==> src/rtl/irq_pkg.sv <==
package irq_pkg;

   typedef enum logic [1:0] {
      CSR_PEND = 2'd0,
      CSR_MASK = 2'd1,
      CSR_ENAB = 2'd2,
      CSR_BASE = 2'd3
   } csr_sel_e;

   localparam int IE_W = 2;
   localparam logic [IE_W-1:0] IE_ON_TAKE = 2'b10;

endpackage

==> src/rtl/irq_pend.sv <==
module irq_pend #(
   parameter int NLINES = 32
) (
   input  logic              clk_i,
   input  logic              rst_ni,
   input  logic [NLINES-1:0] lines_i,
   input  logic              clr_we_i,
   input  logic [NLINES-1:0] clr_mask_i,
   input  logic              boundary_i,
   output logic [NLINES-1:0] pend_o,
   output logic              armed_o
);

   logic [NLINES-1:0] pend_q;
   logic              chk_q;

   for (genvar g = 0; g < NLINES; g++) begin : g_bit
      always_ff @(posedge clk_i) begin
         if (!rst_ni) begin
            pend_q[g] <= 1'b0;
         end else begin
            pend_q[g] <= lines_i[g] | (pend_q[g] & ~(clr_we_i & clr_mask_i[g]));
         end
      end
   end

   always_ff @(posedge clk_i) begin
      if (!rst_ni) begin
         chk_q <= 1'b0;
      end else begin
         chk_q <= (|lines_i) | (chk_q & ~boundary_i);
      end
   end

   assign pend_o  = pend_q;
   assign armed_o = chk_q;

endmodule

==> src/rtl/irq_ctl_regs.sv <==
module irq_ctl_regs
   import irq_pkg::*;
#(
   parameter int NLINES    = 32,
   parameter int XLEN      = 32,
   parameter int EBA_ALIGN = 8
) (
   input  logic              clk_i,
   input  logic              rst_ni,
   input  csr_sel_e          sel_i,
   input  logic              we_i,
   input  logic [XLEN-1:0]   wdata_i,
   input  logic              take_i,
   input  logic              eret_i,
   output logic [NLINES-1:0] mask_o,
   output logic [IE_W-1:0]   ie_o,
   output logic [XLEN-1:0]   eba_o
);

   logic [NLINES-1:0]         mask_q;
   logic [IE_W-1:0]           ie_q;
   logic [XLEN-1:EBA_ALIGN]   eba_hi_q;

   always_ff @(posedge clk_i) begin
      if (!rst_ni) begin
         mask_q <= '0;
      end else if (we_i && sel_i == CSR_MASK) begin
         mask_q <= wdata_i[NLINES-1:0];
      end
   end

   always_ff @(posedge clk_i) begin
      if (!rst_ni) begin
         ie_q <= '0;
      end else if (take_i) begin
         ie_q <= IE_ON_TAKE;
      end else if (eret_i) begin
         ie_q <= {ie_q[1], ie_q[1]};
      end else if (we_i && sel_i == CSR_ENAB) begin
         ie_q <= wdata_i[IE_W-1:0];
      end
   end

   always_ff @(posedge clk_i) begin
      if (!rst_ni) begin
         eba_hi_q <= '0;
      end else if (we_i && sel_i == CSR_BASE) begin
         eba_hi_q <= wdata_i[XLEN-1:EBA_ALIGN];
      end
   end

   assign mask_o = mask_q;
   assign ie_o   = ie_q;
   assign eba_o  = {eba_hi_q, {EBA_ALIGN{1'b0}}};

endmodule

==> src/rtl/irq_decide.sv <==
module irq_decide #(
   parameter int NLINES    = 32,
   parameter int XLEN      = 32,
   parameter int EXC_ID    = 6,
   parameter int VEC_SHIFT = 5
) (
   input  logic [NLINES-1:0] pend_i,
   input  logic [NLINES-1:0] mask_i,
   input  logic              ie_live_i,
   input  logic              armed_i,
   input  logic              boundary_i,
   input  logic [XLEN-1:0]   pc_i,
   input  logic [XLEN-1:0]   eba_i,
   output logic              take_o,
   output logic [XLEN-1:0]   vector_o,
   output logic [XLEN-1:0]   save_pc_o
);

   localparam logic [XLEN-1:0] VEC_OFF = XLEN'(EXC_ID) << VEC_SHIFT;

   logic hit;

   always_comb begin
      hit       = |(pend_i & mask_i);
      take_o    = boundary_i & armed_i & ie_live_i & hit;
      vector_o  = take_o ? (eba_i + VEC_OFF) : '0;
      save_pc_o = take_o ? pc_i : '0;
   end

endmodule

==> src/rtl/vec_irq_unit.sv <==
module vec_irq_unit
   import irq_pkg::*;
#(
   parameter int NLINES    = 32,
   parameter int XLEN      = 32,
   parameter int EXC_ID    = 6,
   parameter int VEC_SHIFT = 5,
   parameter int EBA_ALIGN = 8
) (
   input  logic              clk_i,
   input  logic              rst_ni,
   input  logic [NLINES-1:0] irq_i,
   input  logic              boundary_i,
   input  logic [XLEN-1:0]   pc_i,
   input  logic              eret_i,
   input  logic [1:0]        csr_sel_i,
   input  logic              csr_we_i,
   input  logic [XLEN-1:0]   csr_wdata_i,
   output logic [XLEN-1:0]   csr_rdata_o,
   output logic              take_irq_o,
   output logic [XLEN-1:0]   vector_pc_o,
   output logic [XLEN-1:0]   save_pc_o
);

   if (NLINES < 1 || NLINES > XLEN) begin : g_bad_lines
      $error("NLINES must lie in 1..XLEN");
   end
   if (EBA_ALIGN < 1 || EBA_ALIGN > NLINES || EBA_ALIGN >= XLEN) begin : g_bad_align
      $error("EBA_ALIGN must lie in 1..NLINES and below XLEN");
   end
   if ((EXC_ID << VEC_SHIFT) >= (1 << EBA_ALIGN)) begin : g_bad_vec
      $error("vector offset must fit below the base alignment");
   end

   csr_sel_e          sel;
   logic [NLINES-1:0] ip_q;
   logic [NLINES-1:0] im_q;
   logic [IE_W-1:0]   ie_q;
   logic [XLEN-1:0]   eba_q;
   logic              armed;
   logic              take;

   assign sel = csr_sel_e'(csr_sel_i);

   irq_pend #(.NLINES(NLINES)) u_pend (
      .clk_i      (clk_i),
      .rst_ni     (rst_ni),
      .lines_i    (irq_i),
      .clr_we_i   (csr_we_i && sel == CSR_PEND),
      .clr_mask_i (csr_wdata_i[NLINES-1:0]),
      .boundary_i (boundary_i),
      .pend_o     (ip_q),
      .armed_o    (armed)
   );

   irq_ctl_regs #(
      .NLINES    (NLINES),
      .XLEN      (XLEN),
      .EBA_ALIGN (EBA_ALIGN)
   ) u_regs (
      .clk_i   (clk_i),
      .rst_ni  (rst_ni),
      .sel_i   (sel),
      .we_i    (csr_we_i),
      .wdata_i (csr_wdata_i),
      .take_i  (take),
      .eret_i  (eret_i),
      .mask_o  (im_q),
      .ie_o    (ie_q),
      .eba_o   (eba_q)
   );

   irq_decide #(
      .NLINES    (NLINES),
      .XLEN      (XLEN),
      .EXC_ID    (EXC_ID),
      .VEC_SHIFT (VEC_SHIFT)
   ) u_decide (
      .pend_i     (ip_q),
      .mask_i     (im_q),
      .ie_live_i  (ie_q[0]),
      .armed_i    (armed),
      .boundary_i (boundary_i),
      .pc_i       (pc_i),
      .eba_i      (eba_q),
      .take_o     (take),
      .vector_o   (vector_pc_o),
      .save_pc_o  (save_pc_o)
   );

   assign take_irq_o = take;

   always_comb begin
      csr_rdata_o = '0;
      case (sel)
         CSR_PEND: csr_rdata_o[NLINES-1:0] = ip_q;
         CSR_MASK: csr_rdata_o[NLINES-1:0] = im_q;
         CSR_ENAB: csr_rdata_o[IE_W-1:0]   = ie_q;
         CSR_BASE: csr_rdata_o             = eba_q;
         default:  csr_rdata_o             = '0;
      endcase
   end

endmodule

==> config.mk <==
export PLATFORM = sky130hd
export DESIGN_NAME = vec_irq_unit
export DESIGN_NICKNAME = d
export VERILOG_FILES = /design/src/rtl/irq_pkg.sv /design/src/rtl/irq_pend.sv /design/src/rtl/irq_ctl_regs.sv /design/src/rtl/irq_decide.sv /design/src/rtl/vec_irq_unit.sv
export SDC_FILE = /design/constraint.sdc
export NUM_CORES = 1
export LEC_CHECK = 0
export BUFFER_PORTS_ARGS = -buffer_cell sky130_fd_sc_hd__buf_2
export CAP_MARGIN = 0
export CORE_MARGIN = 10
export CORE_UTILIZATION = 35
export DETAILED_ROUTE_END_ITERATION = 16
export GPL_TIMING_DRIVEN = 0
export HOLD_SLACK_MARGIN = 0.1
export MAX_ROUTING_LAYER = met4
export SLEW_MARGIN = 20
export SYNTH_ARGS = -nofsm -noshare
export SYNTH_HDL_FRONTEND = slang
export SYNTH_SLANG_ARGS = --single-unit
==> constraint.sdc <==
create_clock -name clk_i -period 2.8 [get_ports clk_i]
set_input_delay 0.28 -clock clk_i [delete_from_list [all_inputs] [get_ports clk_i]]
set_output_delay 0.28 -clock clk_i [all_outputs]
set_load 0.1 [all_outputs]
==> out/qor.txt, run 1 <==
area delta synth->final: 36.8%
Compound-Gate Fraction of Synth Area: 20.3%
main combinational cell family by area after synthesis: simple AND/OR/NAND/NOR gates
initial antenna violation count: 2
Slew headroom: 45.1%
Post-Layout Cell Count: 977
critical path arrival: 2430 ps
crit-path max FO: 10
worst-path cell chain: a22oi_1 -> nand4_1 -> nor4_4 -> buf_4 -> buf_2 -> nor3b_1 -> buf_2
Post-DP HPWL: 15,600 um
Via density: 5.27
Fin. Hold Viols: 0
outcome: finished clean
nets@finish: 897
delay-heaviest family, CP: simple AND/OR/NAND/NOR gates
CTS buffer count: 9
first-pass GRT wire length: 29,000 um
io pins: 200
crit path kind: flip-flop to primary output
PnR worst setup slack: 88.8 ps
synth warn: 0
Synth Cell Area: 4780 um^2
worst skew pair latency: 340 ps
crit-path max cell delay: 460 ps
sequential area share after synthesis: 38.1%
Hold Path Class: primary input to flip-flop
pwr/cell area: 547 nW/um^2
Worst setup EP type: primary output
die area: 18,700 um^2
Final Skew: 4.45 ps
Routed WL: 20,000 um
pin count of the biggest net entering global routing: 16
TritonCTS clock tree: yes
Final Wtd Congestion: 0.904
Die W: 137 um
CP Launch Type: flip-flop
Max-Cap Viols: 0
fill count: 1,280
TNS Setup: 0 ps
post-synth top area share: 38.1%
required time worst endpoint: 2520 ps
crit path time final: 2710 ps
Initial DRC Count: 478
# rows: 42
CP max stage cell: nor4_4
layout cell share with drive strength beyond 1: 35.9%
clock-pin slew on the worst setup and hold paths: 70 ps
GR Util All Layers: 20.7%
Clock Root Buffer: clkbuf_16
antenna-violating nets left: 0
max-slew violations: 0
DR WL/cell: 20.5 um
Synth cell types: 31
Final setup viols: 0
Avg Inst Size Synth: 8.18 um^2
pin slew with the least headroom to its limit: 824 ps
Critical Path Most Common Cell: buf_2
Synth Area in Simple Gates: 28.4%
Clock H-tree levels: 3
Synth area leaders: dfxtp_1, nand2_1, a21boi_0, nor3b_1, mux2_2
Synth Area in XOR/XNOR: 0%
Sink Count: 91
Port Buffers: 192
Detailed Routing Iterations Pass 1: 5
cell area after placement: 6130 um^2
Peak VDD IR: 0.353 mV
Place WS: -31.0 ps
setup slack, reg-to-reg: 1080 ps
core area: 13,300 um^2
Initial Util: 36.0%
CTS max path bufs: 2
GRT overflow: 0
synthesized flop and latch total: 91
drt drc: 0
routed vias: 5,153
RSZ-0062 raised after global routing: no
number of global-route vias before repair: 5,232
dpl cells: 958
Peak Freq: 369 MHz
Syn Inst Count: 585
Final Util: 49.2%
post-route cell area: 6540 um^2
Adder-Cell Fraction of Synth Area: 0%
worst path bufs/invs: 3
Final period util: 96.8%
die height: 137 um
Lkg Pwr: 2.76 nW
post-synthesis mux area share: 7.53%
post-synth top area cell: dfxtp_1
## through the flow
stage / total power, mW / hold slack, ps
after CTS: 3.59 / 179
after global routing: 3.69 / 185
after global placement: 2.17 / 459
after detailed placement: 2.19 / 469
after floorplan: 1.94 / 419
final: 3.58 / 183
## per-layer routing
layer	vias to the layer above	global-route usage, %	share of wire, %
li1	2440	-	-
met1	2441	24.0	40
met2	241	35.2	49
met3	31	3.92	8.7
met4	0	6.91	1.9
met5	-	-	0
## repair_timing
| item | 4_1_cts | 5_1_grt |
|---|---|---|
| hold buffers | 0 | 0 |
| pin swaps | 1 | 0 |
| gates resized for setup | 1 | 26 |
| buffers inserted | 2 | 0 |
| setup endpoints to repair | 59 | 18 |
## power breakdown
part / total, mW / switching [mW] / internal [mW] / leakage (nW)
registers: 1.41 / 0.0563 / 1.36 / 0.748
logic: 0.769 / 0.538 / 0.231 / 1.85
clock network: 1.40 / 0.523 / 0.877 / 0.167
## cell usage in the layout (no fill, tap or decap)
| cell type | Yosys | routed |
|---|---|---|
| diode_2 | 0 | 2 |
| nor2_1 | 8 | 8 |
| a22oi_1 | 16 | 16 |
| inv_6 | 0 | 1 |
| o21ai_0 | 5 | 3 |
| buf_6 | 1 | 2 |
| nor2b_1 | 33 | 33 |
| nand4_1 | 6 | 6 |
| a21oi_1 | 32 | 32 |
| clkbuf_1 | 30 | 30 |
| and2_1 | 1 | 1 |
| a21boi_0 | 56 | 56 |
| dfxtp_1 | 91 | 91 |
| o311ai_0 | 1 | 1 |
| nor3b_2 | 1 | 31 |
| inv_1 | 1 | 1 |
| and3_1 | 1 | 1 |
| clkinv_2 | 0 | 1 |
| nand2_1 | 148 | 148 |
| o31a_1 | 1 | 1 |
| mux2i_1 | 9 | 9 |
| bufinv_16 | 0 | 3 |
| mux2_2 | 24 | 24 |
| o211a_1 | 1 | 1 |
| buf_4 | 9 | 18 |
| buf_2 | 12 | 187 |
| nor3b_1 | 56 | 26 |
| nand3b_1 | 1 | 1 |
| clkbuf_4 | 0 | 8 |
| nand3_1 | 3 | 3 |
| a22o_1 | 24 | 24 |
| nor4_1 | 8 | 8 |
| o21bai_1 | 1 | 1 |
| buf_1 | 3 | 3 |
| clkbuf_2 | 0 | 1 |
| nor4_4 | 0 | 1 |
| clkinv_4 | 0 | 1 |
| o21ai_1 | 0 | 2 |
| clkbuf_16 | 0 | 9 |
| conb_1 | 1 | 6 |
## synthesized netlist by cell type
cell type	count
a21boi_0	56
a21oi_1	32
a22o_1	24
a22oi_1	16
and2_1	1
and3_1	1
buf_1	3
buf_2	12
buf_4	9
buf_6	1
clkbuf_1	30
conb_1	1
dfxtp_1	91
inv_1	1
mux2_2	24
mux2i_1	9
nand2_1	148
nand3_1	3
nand3b_1	1
nand4_1	6
nor2_1	8
nor2b_1	33
nor3b_1	56
nor3b_2	1
nor4_1	8
nor4_2	1
o211a_1	1
o21ai_0	5
o21bai_1	1
o311ai_0	1
o31a_1	1
## registers in the layout, indices dropped and copies added (netlist names)
| name | count |
|---|---|
| u_regs.ie_o | 2 |
| u_pend.pend_o | 32 |
| u_pend.armed_o | 1 |
| u_regs.mask_o | 32 |
| u_regs.eba_hi_q | 24 |
## worst register-to-register path, delay by kind of cell (launching register included)
family	cells	cell delay, ps
AOI/OAI and AO/OA	2	360
buffers and inverters	1	210
DFF	1	330
and+or+nand+nor	2	680
## final cells by class
class | count | area (um^2) | share of cell area, %
diodes | 2 | 5.00 | 0.0765
plain buffers | 54 | 268 | 4.09
clock buffers | 10 | 229 | 3.50
clock inverters | 6 | 113 | 1.72
inverters | 1 | 3.75 | 0.0574
multi-input cells | 443 | 2870 | 43.9
flip-flops and latches | 91 | 1820 | 27.8
well taps | 176 | 220 | 3.37
repair buffers | 194 | 1010 | 15.4
## kinds of logic (layout without fill, tap and decap cells)
kind of cell | count (synthesis) | count (layout)
buffers and inverters | 56 | 265
other | 1 | 8
AOI/OAI and AO/OA | 137 | 137
muxes | 33 | 33
DFF | 91 | 91
and+or+nand+nor | 267 | 267
## worst paths after layout
| kind | startpoint | to | cells after the start |
|---|---|---|---|
| max reg2reg | u_pend.pend_o[22] | u_regs.ie_o[1] | 5 |
| min | irq_i[8] | u_pend.pend_o[8] | 3 |
| max | u_pend.pend_o[22] | vector_pc_o[21] | 7 |
| min reg2reg | u_regs.eba_hi_q[10] | u_regs.eba_hi_q[10] | 2 |
Power figures use the tool's default switching activity.
==> inputs of run 2 (changes only) <==
Settings changed: ABC_AREA set to 1.
==> run 2 against run 1 <==
Area after synthesis is 5.4% lower. Fmax is 16% higher. Largest cell class unchanged. Via count is 1.8% lower. Design area is 7.8% lower. Flip-flop and latch count stayed put. Critical endpoint is now csr_rdata_o[25].
==> out/qor.txt, run 2 <==
pin count of the biggest net entering global routing: 14 (was 16)
Synth Area in XOR/XNOR: 0% (unchanged)
crit path time final: 2340 ps (was 2710 ps)
worst skew pair latency: 340 ps (about the same)
TritonCTS clock tree: yes (unchanged)
Synth area leaders: dfxtp_1, a21oi_1, inv_1, nand2_1, o21ai_0 (was dfxtp_1, nand2_1, a21boi_0, nor3b_1, mux2_2)
Hold-fix buffers, CTS: 0 (unchanged)
Final period util: 83.7% (was 96.8%)
crit-path max FO: 10 (unchanged)
most frequent cells in the layout: buf_2, inv_1, nand2_1, dfxtp_1, a21oi_1 (was buf_2, nand2_1, dfxtp_1, a21boi_0, nor2b_1)
layout cell share with drive strength beyond 1: 26.4% (was 35.9%)
die height: 134 um (was 137 um)
Initial Util: 35.9% (was 36.0%)
Clock Root Buffer: clkbuf_16 (unchanged)
sequential area share after synthesis: 40.3% (was 38.1%)
Lkg Pwr: 3.04 nW (was 2.76 nW)
Clock H-tree levels: 3 (unchanged)
reg2reg path depth: 9 (was 5)
Final setup viols: 0 (unchanged)
top-count cell post-synth: inv_1 (was nand2_1)
antenna-violating nets left: 0 (unchanged)
outcome: finished clean (unchanged)
Hold Path Class: primary input to flip-flop (unchanged)
Fin. Hold Viols: 0 (unchanged)
Reg-to-Reg Start: u_pend.pend_o[12] (was u_pend.pend_o[22])
hold depth: 3 (unchanged)
Avg Inst Size Synth: 6.60 um^2 (was 8.18 um^2)
Final Util: 47.8% (was 49.2%)
Worst setup EP type: primary output (unchanged)
synthesized flop and latch total: 91 (unchanged)
Post-synth EDFFs: 0 (unchanged)
Initial DRC Count: 372 (was 478)
area delta synth->final: 33.3% (was 36.8%)
fill count: 1,392 (was 1,280)
first-pass GRT wire length: 27,200 um (was 29,000 um)
synth cell count leaders: inv_1, nand2_1, dfxtp_1, a21oi_1, nor2_1 (was nand2_1, dfxtp_1, a21boi_0, nor3b_1, nor2b_1)
FF/Latch Area: 1820 um^2 (unchanged)
core area: 12,600 um^2 (was 13,300 um^2)
CTS max path bufs: 2 (unchanged)
reg2reg end: u_regs.ie_o[1] (unchanged)
Synth Area in Simple Gates: 21.8% (was 28.4%)
post-synth top area cell: dfxtp_1 (unchanged)
Max-Cap Viols: 0 (unchanged)
Via density: 4.72 (was 5.27)
Final Wtd Congestion: 0.871 (was 0.904)
crit path kind: primary input to primary output (was flip-flop to primary output)
DR WL/cell: 16.6 um (was 20.5 um)
setup slack, reg-to-reg: 1460 ps (was 1080 ps)
postcts setup bufs: 0 (was 2)
GRT overflow: 0 (unchanged)
total chip power: 3.50 mW (was 3.58 mW)
max-slew violations: 0 (unchanged)
Post-DP HPWL: 14,000 um (was 15,600 um)
Routed WL: 17,800 um (was 20,000 um)
synth warn: 0 (unchanged)
CTS buffer count: 9 (unchanged)
die area: 17,900 um^2 (was 18,700 um^2)
number of global-route vias before repair: 4,921 (was 5,232)
area of the multi-input gates: 2020 um^2 (was 2870 um^2)
PostCTS Resize Cnt: 0 (was 1)
Die W: 134 um (was 137 um)
drt drc: 0 (unchanged)
critical path arrival: 2060 ps (was 2430 ps)
io pins: 200 (unchanged)
# rows: 41 (was 42)
Peak Freq: 426 MHz (was 369 MHz)
Synth cell types: 21 (was 31)
Synth Cell Area: 4530 um^2 (was 4780 um^2)
post-synth top area share: 40.3% (was 38.1%)
Peak VDD IR: 0.380 mV (was 0.353 mV)
GR Util All Layers: 19.5% (was 20.7%)
clock-pin slew on the worst setup and hold paths: 60 ps (was 70 ps)
nets@finish: 997 (was 897)
pwr/cell area: 579 nW/um^2 (was 547 nW/um^2)
worst hold margin: 154 ps (was 183 ps)
ys async rst share: 0% (unchanged)
Sink Count: 91 (unchanged)
CP Launch Type: primary input (was flip-flop)
Port Buffers: 192 (unchanged)
Compound-Gate Fraction of Synth Area: 22.3% (was 20.3%)
RSZ-0062 raised after global routing: no (unchanged)
Synth Flop Type: dfxtp_1 (unchanged)
post-synthesis mux area share: 0% (was 7.53%)
commonest non-fill, non-tap cell in the layout: buf_2 (unchanged)
routed vias: 5,058 (was 5,153)
Hold Path End: u_pend.pend_o[10] (was u_pend.pend_o[8])
pin slew with the least headroom to its limit: 689 ps (was 824 ps)
Adder-Cell Fraction of Synth Area: 0% (unchanged)
initial antenna violation count: 1 (was 2)
Detailed Routing Iterations Pass 1: 6 (was 5)
hold_sp: irq_i[10] (was irq_i[8])
main combinational cell family by area after synthesis: compound AO/OA/AOI/OAI gates (was simple AND/OR/NAND/NOR gates)
Slew headroom: 54.0% (was 45.1%)
Final Skew: 5.19 ps (was 4.45 ps)
required time worst endpoint: 2520 ps (about the same)
Syn Inst Count: 686 (was 585)
-- run 2: changes by cell type after synthesis, moves of 33 or more --
cell	before	now
nor3b_1	56	0
nor2b_1	33	0
o21ai_0	5	65
nand2_1	148	114
nor2_1	8	86
inv_1	1	116
a21boi_0	56	0
a21oi_1	32	90
-- run 2: area by class of cell --
cell class                      instances  area share, %
Clock buffer                           13           4.15
Antenna cell                            1         0.0415
Timing Repair Buffer                  192           15.9
Sequential cell                        91           30.2
Buffer                                 49           4.31
Multi-Input combinational cell        433           33.5
Inverter                              118           7.34
Clock inverter                          2          0.995
Tap cell                              172           3.57
-- run 2: logic make-up after synthesis --
logic type	Yosys count
compound gates	182
simple gates	245
flops	91
buf+inv	167
other cells	1
-- run 2: worst max path at each step --
stage                            startpoint         endpoint  slack, ps
after floorplan                csr_sel_i[0]   csr_rdata_o[2]       -280
after global placement         csr_sel_i[0]  csr_rdata_o[25]        470
after detailed placement       csr_sel_i[0]  csr_rdata_o[25]        480
after CTS                 u_pend.pend_o[12]  vector_pc_o[11]        430
after global routing      u_pend.pend_o[12]  vector_pc_o[21]        310
final                          csr_sel_i[0]  csr_rdata_o[25]        460
-- run 2: metal layers --
metal / part of all wire [%] / GRT usage (%) / vias to the layer above
met4: 1.1 / 4.35 / 0
li1: - / - / 2605
met3: 7.8 / 4.32 / 14
met1: 44 / 24.4 / 2249
met5: 0 / - / -
met2: 47 / 31.3 / 190
-- run 2: critical path: stages --
cell      delay (ps)
buf_2            120
nor2_2           360
clkbuf_1         580
nand2_1          120
o221ai_1         120
buf_2            470
-- run 2: power breakdown --
group          switching (mW)  internal (mW)  leakage (nW)  total [mW]
Combinational           0.595          0.182          2.14       0.777
Clock                   0.500          0.803         0.150        1.30
Sequential             0.0430           1.37         0.752        1.42
-- run 2: metrics by stage --
step,area (um^2),setup slack (ps),instances,setup TNS [ps]
after global routing,6030,312,1071,0
final,6030,455,1071,0
after global placement,5720,474,1055,0
after floorplan,4540,-279,691,-1670
after detailed placement,5720,475,1055,0
after CTS,6030,430,1070,0
